==> config.mk <==
export PLATFORM = sky130hd
export DESIGN_NAME = reseed_bist_seq
export DESIGN_NICKNAME = d
export VERILOG_FILES = /design/src/rtl/rbs_pkg.sv /design/src/rtl/rbs_counter.sv /design/src/rtl/rbs_seed_rom.sv /design/src/rtl/rbs_lfsr.sv /design/src/rtl/reseed_bist_seq.sv
export SDC_FILE = /design/constraint.sdc
export NUM_CORES = 1
export LEC_CHECK = 0
export BUFFER_PORTS_ARGS = -buffer_cell sky130_fd_sc_hd__buf_4
export CORE_UTILIZATION = 38
export CTS_CLUSTER_DIAMETER = 80
export CTS_CLUSTER_SIZE = 24
export DETAILED_ROUTE_END_ITERATION = 10
export MAX_ROUTING_LAYER = met4
export PLACE_DENSITY_LB_ADDON = 0.2
export SLEW_MARGIN = 30
export SYNTH_ARGS = -nofsm -noshare
export SYNTH_HDL_FRONTEND = slang
export SYNTH_SLANG_ARGS = --single-unit
==> constraint.sdc <==
create_clock -name clk -period 5.32 [get_ports clk]
set_input_delay 0.266 -clock clk [delete_from_list [all_inputs] [get_ports clk]]
set_output_delay 0.266 -clock clk [all_outputs]
set_load 0.1 [all_outputs]
==> src/rtl/rbs_pkg.sv <==
package rbs_pkg;
    typedef enum logic [1:0] {
        RBS_IDLE = 2'd0,
        RBS_RUN  = 2'd1,
        RBS_DONE = 2'd2
    } rbs_state_e;
endpackage

==> src/rtl/rbs_counter.sv <==
module rbs_counter #(
    parameter int LIMIT = 4,
    localparam int CW = (LIMIT > 1) ? $clog2(LIMIT) : 1
) (
    input  logic          clk,
    input  logic          rst_n,
    input  logic          clr,
    input  logic          inc,
    output logic [CW-1:0] cnt_o
);
    always_ff @(posedge clk) begin
        if (!rst_n || clr) begin
            cnt_o <= '0;
        end else if (inc) begin
            cnt_o <= cnt_o + 1'b1;
        end
    end
endmodule

==> src/rtl/rbs_seed_rom.sv <==
module rbs_seed_rom #(
    parameter int PAT_W    = 8,
    parameter int SEED_CNT = 4,
    parameter logic [SEED_CNT*PAT_W-1:0] SEED_TABLE = '0,
    localparam int AW = (SEED_CNT > 1) ? $clog2(SEED_CNT) : 1
) (
    input  logic [AW-1:0]    addr_i,
    output logic [PAT_W-1:0] seed_o
);
    logic [PAT_W-1:0] words [SEED_CNT];

    for (genvar i = 0; i < SEED_CNT; i++) begin : g_word
        assign words[i] = SEED_TABLE[i*PAT_W +: PAT_W];
    end

    always_comb begin
        seed_o = '0;
        for (int i = 0; i < SEED_CNT; i++) begin
            if (addr_i == AW'(i)) seed_o = words[i];
        end
    end
endmodule

==> src/rtl/rbs_lfsr.sv <==
module rbs_lfsr #(
    parameter int PAT_W = 8,
    parameter logic [PAT_W-1:0] TAP_MASK = 8'hB8
) (
    input  logic             clk,
    input  logic             rst_n,
    input  logic             load,
    input  logic [PAT_W-1:0] load_val,
    input  logic             step,
    output logic [PAT_W-1:0] state_o
);
    logic fb;
    assign fb = ^(state_o & TAP_MASK);

    always_ff @(posedge clk) begin
        if (!rst_n) begin
            state_o <= '0;
        end else if (load) begin
            state_o <= load_val;
        end else if (step) begin
            state_o <= {state_o[PAT_W-2:0], fb};
        end
    end
endmodule

==> src/rtl/reseed_bist_seq.sv <==
module reseed_bist_seq
    import rbs_pkg::*;
#(
    parameter int PAT_W     = 8,
    parameter int SEED_CNT  = 4,
    parameter int GROUP_LEN = 5,
    parameter logic [PAT_W-1:0] TAP_MASK = 8'hB8,
    parameter logic [SEED_CNT*PAT_W-1:0] SEED_TABLE = {8'h3C, 8'hE7, 8'h12, 8'h81}
) (
    input  logic             clk,
    input  logic             rst_n,
    input  logic             start_i,
    output logic [PAT_W-1:0] pattern_o,
    output logic             valid_o,
    output logic             done_o
);
    localparam int SW = (SEED_CNT  > 1) ? $clog2(SEED_CNT)  : 1;
    localparam int RW = (GROUP_LEN > 1) ? $clog2(GROUP_LEN) : 1;

    rbs_state_e state_q, state_d;

    logic [SW-1:0]    seed_idx;
    logic [RW-1:0]    run_pos;
    logic [SW-1:0]    rom_addr;
    logic [PAT_W-1:0] rom_seed;
    logic             run_last, seed_last;
    logic             launch, reseed, advance;

    assign run_last  = (run_pos  == RW'(GROUP_LEN - 1));
    assign seed_last = (seed_idx == SW'(SEED_CNT - 1));

    // Control decode
    assign launch  = (state_q != RBS_RUN) && start_i;
    assign reseed  = (state_q == RBS_RUN) && run_last && !seed_last;
    assign advance = (state_q == RBS_RUN) && !run_last;
    assign rom_addr = launch ? '0 : SW'(seed_idx + 1'b1);

    // State register
    always_ff @(posedge clk) begin
        if (!rst_n) state_q <= RBS_IDLE;
        else        state_q <= state_d;
    end

    // Next state
    always_comb begin
        state_d = state_q;
        unique case (state_q)
            RBS_IDLE: if (start_i) state_d = RBS_RUN;
            RBS_RUN:  if (run_last && seed_last) state_d = RBS_DONE;
            RBS_DONE: if (start_i) state_d = RBS_RUN;
            default:  state_d = RBS_IDLE;
        endcase
    end

    // Outputs
    always_comb begin
        valid_o = (state_q == RBS_RUN);
        done_o  = (state_q == RBS_DONE);
    end

    rbs_counter #(.LIMIT(GROUP_LEN)) u_run_cnt (
        .clk   (clk),
        .rst_n (rst_n),
        .clr   (launch | reseed),
        .inc   (advance),
        .cnt_o (run_pos)
    );

    rbs_counter #(.LIMIT(SEED_CNT)) u_seed_cnt (
        .clk   (clk),
        .rst_n (rst_n),
        .clr   (launch),
        .inc   (reseed),
        .cnt_o (seed_idx)
    );

    rbs_seed_rom #(
        .PAT_W      (PAT_W),
        .SEED_CNT   (SEED_CNT),
        .SEED_TABLE (SEED_TABLE)
    ) u_rom (
        .addr_i (rom_addr),
        .seed_o (rom_seed)
    );

    rbs_lfsr #(
        .PAT_W    (PAT_W),
        .TAP_MASK (TAP_MASK)
    ) u_lfsr (
        .clk      (clk),
        .rst_n    (rst_n),
        .load     (launch | reseed),
        .load_val (rom_seed),
        .step     (advance),
        .state_o  (pattern_o)
    );
endmodule

==> flow_summary_export.csv, run 1 <==
group,metric,value,unit
outcome,outcome,"complete, no violations",
drt,routed-via-count,664,
setup_path,worst_r2r_startpoint,"state_q[1]",
setup_path,cp.arrival,2090,ps
finish,finish.utilization,48.0,%
timing,rsz0062_at_grt,"false",
clock_network,cts_setup_buffers,0,
timing,slew_headroom,54.0,%
setup_path,rrSetupSlack,3410,ps
finish,seq_area,300,um2
yosys,synth_compound_area_share,20.7,%
setup_path,end_kind,"flip-flop",
setup_path,worstSetupPathType,"reg2reg",
drt,wl,1.64,mm
yosys,synth_top_area_cell,"dfxtp_1",
timing,fmax,0.523,GHz
yosys,synth_top_area_share,37.6,%
yosys,synth-xor-area-share,6.57,%
global_routing,grt_max_degree,11,
finish,multi_input_area,475,um2
yosys,yosys.area_share.simple,21.9,%
yosys,synth_cell_types,35,
die,num_rows,16,
setup_path,cp_max_fo,9,
global_routing,grt_pass1_vias,580,
placement,dp_cells,122,
clock_network,clk_pin_slew,90,ps
clock_network,cts_resized,0,
hold_path,hold_depth,2,
yosys,ys_warn_count,0,
placement,io_buffers,12,
timing,fin_setup_tns,0,ps
global_routing,antenna_found_initial,0,
yosys,yosys_register_bits,15,
finish,layout_commonest_cell,"dfxtp_1",
global_routing,grt-ovfl-total,0,
die,die_area,2290,um2
yosys,syn-instance-count,85,
timing,fin_crit_sh,35.9,%
die,pin_count,13,
yosys,synthMuxAreaShare,4.07,%
drt,first_pass_iters,4,
drt,ant_nets,0,
global_routing,grt_usage,18.2,%
drt,drcViolationCount,0,
yosys,synth_seq_area_share,37.6,%
yosys,synth_top_family_by_area,"simple AND/OR/NAND/NOR gates",
yosys,synth_fa_ha_area_share,6.26,%
placement,place_hpwl,1.20,mm
timing,period_needed,1910,ps
yosys,synth.avg_cell_area,9.41,um2
drt,wl_per_cell,13.0,um
die,die_h,47.9,um
yosys,yosys-top-cells-area,"dfxtp_1, ha_1, a21oi_1",
timing,hold_viol_final,0,
clock_network,cts_hold_buf,0,
drt,drtIter0Drc,26,
hold_path,hold_class,"in2reg",
power,leakage,0.403,nW
placement,dpl_cell_area,915,um2
finish,layout_common_cells,"dfxtp_1, buf_4, nand2_1, a21oi_1, nor3_1",
clock_network,clkSinkCount,15,
clock_network,cts_max_path_buffers,2,
clock_network,clk-insertion-delay-late,280,ps
drt,vias_per_cell,5.27,
clock_network,ctsRootBufferMaster,"clkbuf_4",
power,powerDensity,292,nW/um2
die,design.core.area,1960,um2
die,die_w,47.9,um
setup_path,rr_worst_depth,7,
power,ir_drop,0.000134,V
timing,postLayoutSetupSlackWorst,3410,ps
die,start_util,40.8,%
timing,setup_violations,0,
timing,holdWs,272,ps
placement,gp_congestion,0.753,
timing,slew_violations,0,
power,power.total,0.275,mW
global_routing,grt_pass1_wl,2.70,mm
clock_network,cts_tree,"yes",
finish,area_growth,17.7,%
hold_path,min_delay_worst_endpoint,"state_q[1]",
timing,final.setup_skew,8.49,ps
finish,final_nets,107,
finish,design_area,941,um2
finish,drive_gt1_share,23.2,%
clock_network,htree_levels,1,
placement,place_ws,3470,ps
flow_run,cap_violations,0,
yosys,synthesis.nets,92,
finish,diodes,0,
timing,worst_pin_slew,690,ps
clock_network,cts_buffers,3,
setup_path,required,5500,ps
hold_path,hp-start,"rst_n",
yosys,synthesis.area,800,um2
setup_path,worstSetupStartpointType,"flip-flop",
finish,fill_cells,201,
setup_path,r2r_end,"u_lfsr.state_o[5]",
finish,final_cells,126,
-- synth_stat cells --
master,n
ha_1,4
nand2_1,6
nand3_1,2
and3_1,1
nand2b_1,2
and2_1,2
nand2_2,1
inv_1,3
xor2_1,3
mux2i_1,1
nor2b_1,1
buf_2,1
nor4b_1,1
clkinv_1,1
dfxtp_1,15
xnor2_1,3
a21oi_1,6
o211a_1,1
a2bb2oi_1,1
a22oi_1,1
a21boi_0,3
and2b_2,1
o221ai_1,1
a2111oi_2,1
and3_4,1
mux2_2,2
o21a_1,3
nand2b_4,1
or3_1,1
nor3_2,1
clkbuf_1,1
a22o_1,2
o221a_1,2
nor3_1,5
nor2_1,4
-- report_power, final --
group          internal (mW)  switching, mW  leakage, nW  total [mW]
Combinational         0.0228         0.0616        0.265      0.0844
Clock                 0.0291         0.0363       0.0150      0.0654
Sequential             0.119        0.00613        0.123       0.125
-- cells by family after synthesis --
family | count (synthesis)
compound gates | 21
xor+xnor | 6
fa+ha+maj | 4
buf+inv | 6
flops | 15
mux | 3
simple gates | 30
-- sequential cells by signal, indices dropped and copies added (netlist names) --
signal and count:
u_run_cnt.cnt_o 3, state_q 2, u_lfsr.state_o 8, u_seed_cnt.cnt_o 2
-- worst max-delay path: stages, from the launching register on --
cell	delay, ps
dfxtp_1	340
nand2b_4	170
nand2_1	180
and2_1	220
ha_1	220
nor4b_1	320
nor3_1	110
o221a_1	250
-- cell type report --
class | instances | area share (%)
clock buffers | 4 | 2.79
inverters | 4 | 1.60
multi-input cells | 64 | 50.5
flip-flops and latches | 15 | 31.9
well taps | 27 | 3.59
repair buffers | 12 | 9.57
-- worst max path at each step --
stage               start           endpoint  cells past startpoint
2_1_floorplan  state_q[1]  u_lfsr.state_o[4]                      5
3_3_place_gp   state_q[1]  u_lfsr.state_o[5]                      7
3_5_place_dp   state_q[1]  u_lfsr.state_o[5]                      7
4_1_cts        state_q[1]  u_lfsr.state_o[5]                      7
5_1_grt        state_q[1]  u_lfsr.state_o[2]                      7
6_report       state_q[1]  u_lfsr.state_o[5]                      7
-- per-layer routing --
layer  track usage, %  part of all wire [%]  vias to the layer above
met5                -                     0                        -
met4             11.7                   1.5                        0
met3             5.28                   4.2                        4
met2             22.7                    43                       14
met1             24.9                    51                      312
li1                 -                     -                      334
No activity file was read; power rests on OpenSTA's default activity.
==> run 2: changes to the inputs <==
Clock period 5.32 ns to 1.95 ns, I/O delays scaled along.
==> run 2 against run 1 <==
  * Hold slack worse by 170 ps
  * Total power rose to 2.8 times the previous value
  * Clock skew down 3.8 ps
  * Via count up 1.8%
  * Highest routed layer unchanged
  * Cell count up 2.4%
  * Critical path type unchanged
  * Flip-flop and latch count unchanged
  * Critical path depth down 1
  * Worst setup slack worse by 3200 ps
  * Global-route usage down 1.7 points
==> flow_summary_export.csv, run 2 (synthesis gave the netlist of run 1 again) <==
group,metric,value,unit
timing,final.setup_skew,4.67,ps
die,design.core.area,1960,um2
finish,diodes,0,
drt,wl,1.66,mm
drt,vias_per_cell,5.24,
timing,slew_violations,0,
finish,drive_gt1_share,28.4,%
timing,fin_crit_sh,91.8,%
clock_network,cts_max_path_buffers,2,
setup_path,cp-startpoint,"u_seed_cnt.cnt_o[0]",
setup_path,cp_common_cell,"ha_1",
drt,first_pass_iters,4,
setup_path,end_kind,"flip-flop",
timing,period_needed,1790,ps
setup_path,critical-path-max-stage-delay,370,ps
setup_path,cp.arrival,1970,ps
setup_path,required,2130,ps
placement,gp_congestion,0.882,
clock_network,clkSinkCount,15,
timing,hold_viol_final,0,
finish,largest_register,"u_lfsr.state_o",
setup_path,critical_path.top_delay_family,"adder cells",
finish,layout_commonest_cell,"buf_4",
clock_network,cts_buffers,3,
setup_path,worst-path-stages,6,
setup_path,worstSetupPathType,"reg2reg",
finish,reg_top3,"u_lfsr.state_o: 8 flops, u_run_cnt.cnt_o: 3 flops",
finish,area_growth,21.6,%
die,pin_count,13,
placement,place_hpwl,1.21,mm
clock_network,clk-insertion-delay-late,280,ps
die,die_area,2290,um2
setup_path,path_buf_inv,0,
finish,fill_cells,203,
power,powerDensity,781,nW/um2
clock_network,cts_hold_buf,0,
global_routing,antenna_found_initial,0,
power,power.total,0.759,mW
setup_path,worstPathCellList,"ha_1, and2_1, ha_1, nor4b_2, nor3_1, o221a_1",
global_routing,grt_pass1_wl,2.52,mm
drt,drcViolationCount,0,
drt,routed-via-count,676,
drt,wl_per_cell,12.9,um
outcome,outcome,"complete, no violations",
timing,fmax,0.558,GHz
timing,fin_setup_tns,0,ps
die,start_util,40.8,%
power,ir_drop,0.000369,V
timing,worst_pin_slew,417,ps
timing,setup_violations,0,
clock_network,clk_pin_slew,90,ps
die,num_rows,16,
finish,largest_register_ffs,8,
setup_path,r2r_end,"u_lfsr.state_o[5]",
hold_path,hold_class,"in2reg",
drt,drtIter0Drc,17,
power,leakage,0.425,nW
flow_run,cap_violations,0,
die,die_h,47.9,um
setup_path,endpoint,"u_lfsr.state_o[5]",
clock_network,cts_tree,"yes",
finish,final_nets,110,
global_routing,grt_pass1_vias,563,
timing,holdWs,101,ps
setup_path,rr_worst_depth,6,
clock_network,htree_levels,1,
global_routing,grt-ovfl-total,0,
clock_network,ctsRootBufferMaster,"clkbuf_4",
setup_path,crit_path_top_delay_cell,"dfxtp_2",
global_routing,grt_max_degree,11,
global_routing,grt_usage,16.5,%
timing,rsz0062_at_grt,"false",
setup_path,worst_r2r_startpoint,"u_seed_cnt.cnt_o[0]",
setup_path,cp_max_fo,6,
placement,io_buffers,12,
drt,ant_nets,0,
setup_path,rrSetupSlack,160,ps
setup_path,worstSetupStartpointType,"flip-flop",
finish,layout_common_cells,"buf_4, dfxtp_1, nand2_1, a21oi_1, nor3_1",
die,die_w,47.9,um
timing,slew_headroom,72.2,%
-- run 2: cell type report --
type	instances	area (um2)	share of cell area, %
Multi-Input combinational cell	64	482	49.5
Sequential cell	15	302	31.0
Timing Repair Buffer	15	113	11.6
Tap cell	27	33.8	3.47
Clock buffer	4	26.3	2.70
Inverter	4	16.3	1.67
-- run 2: power by group --
part | total, mW | internal (mW) | switching (mW)
Sequential | 0.341 | 0.324 | 0.0169
Clock | 0.182 | 0.0794 | 0.102
Combinational | 0.236 | 0.0668 | 0.170
Total | 0.759 | 0.470 | 0.289
-- run 2: worst min path at each step --
stage,start,to,slack [ps],depth (start not counted)
floorplan,start_i,state_q[0],370,3
detailed placement,rst_n,state_q[1],400,2
global placement,rst_n,u_lfsr.state_o[1],400,2
finish,rst_n,state_q[1],100,2
global route,rst_n,state_q[1],100,2
CTS,rst_n,state_q[1],100,2
-- run 2: what timing repair did --
item	in CTS	in global routing
resized for setup	0	2
setup endpoints to repair	0	2
hold endpoints to repair	0	0
setup buffers	0	0
-- run 2: per-layer routing --
layer | wire length, um | vias up | GRT usage (%) | share of wire, %
met2 | 705 | 22 | 22.4 | 43
li1 | - | 338 | - | -
met1 | 823 | 310 | 22.7 | 50
met4 | 45 | 0 | 6.67 | 2.7
met5 | 0 | - | - | 0
met3 | 84 | 6 | 4.53 | 5.1
-- run 2: stage by stage --
stage          instances  setup slack [ps]  util (%)  area [um2]
2_1_floorplan         85               244         -         801
3_3_place_gp         125               187      47.8         938
3_5_place_dp         125               131      47.8         938
4_1_cts              129              91.3      49.2         965
5_1_grt              129              42.2      49.6         972
6_report             129               159      49.6         972
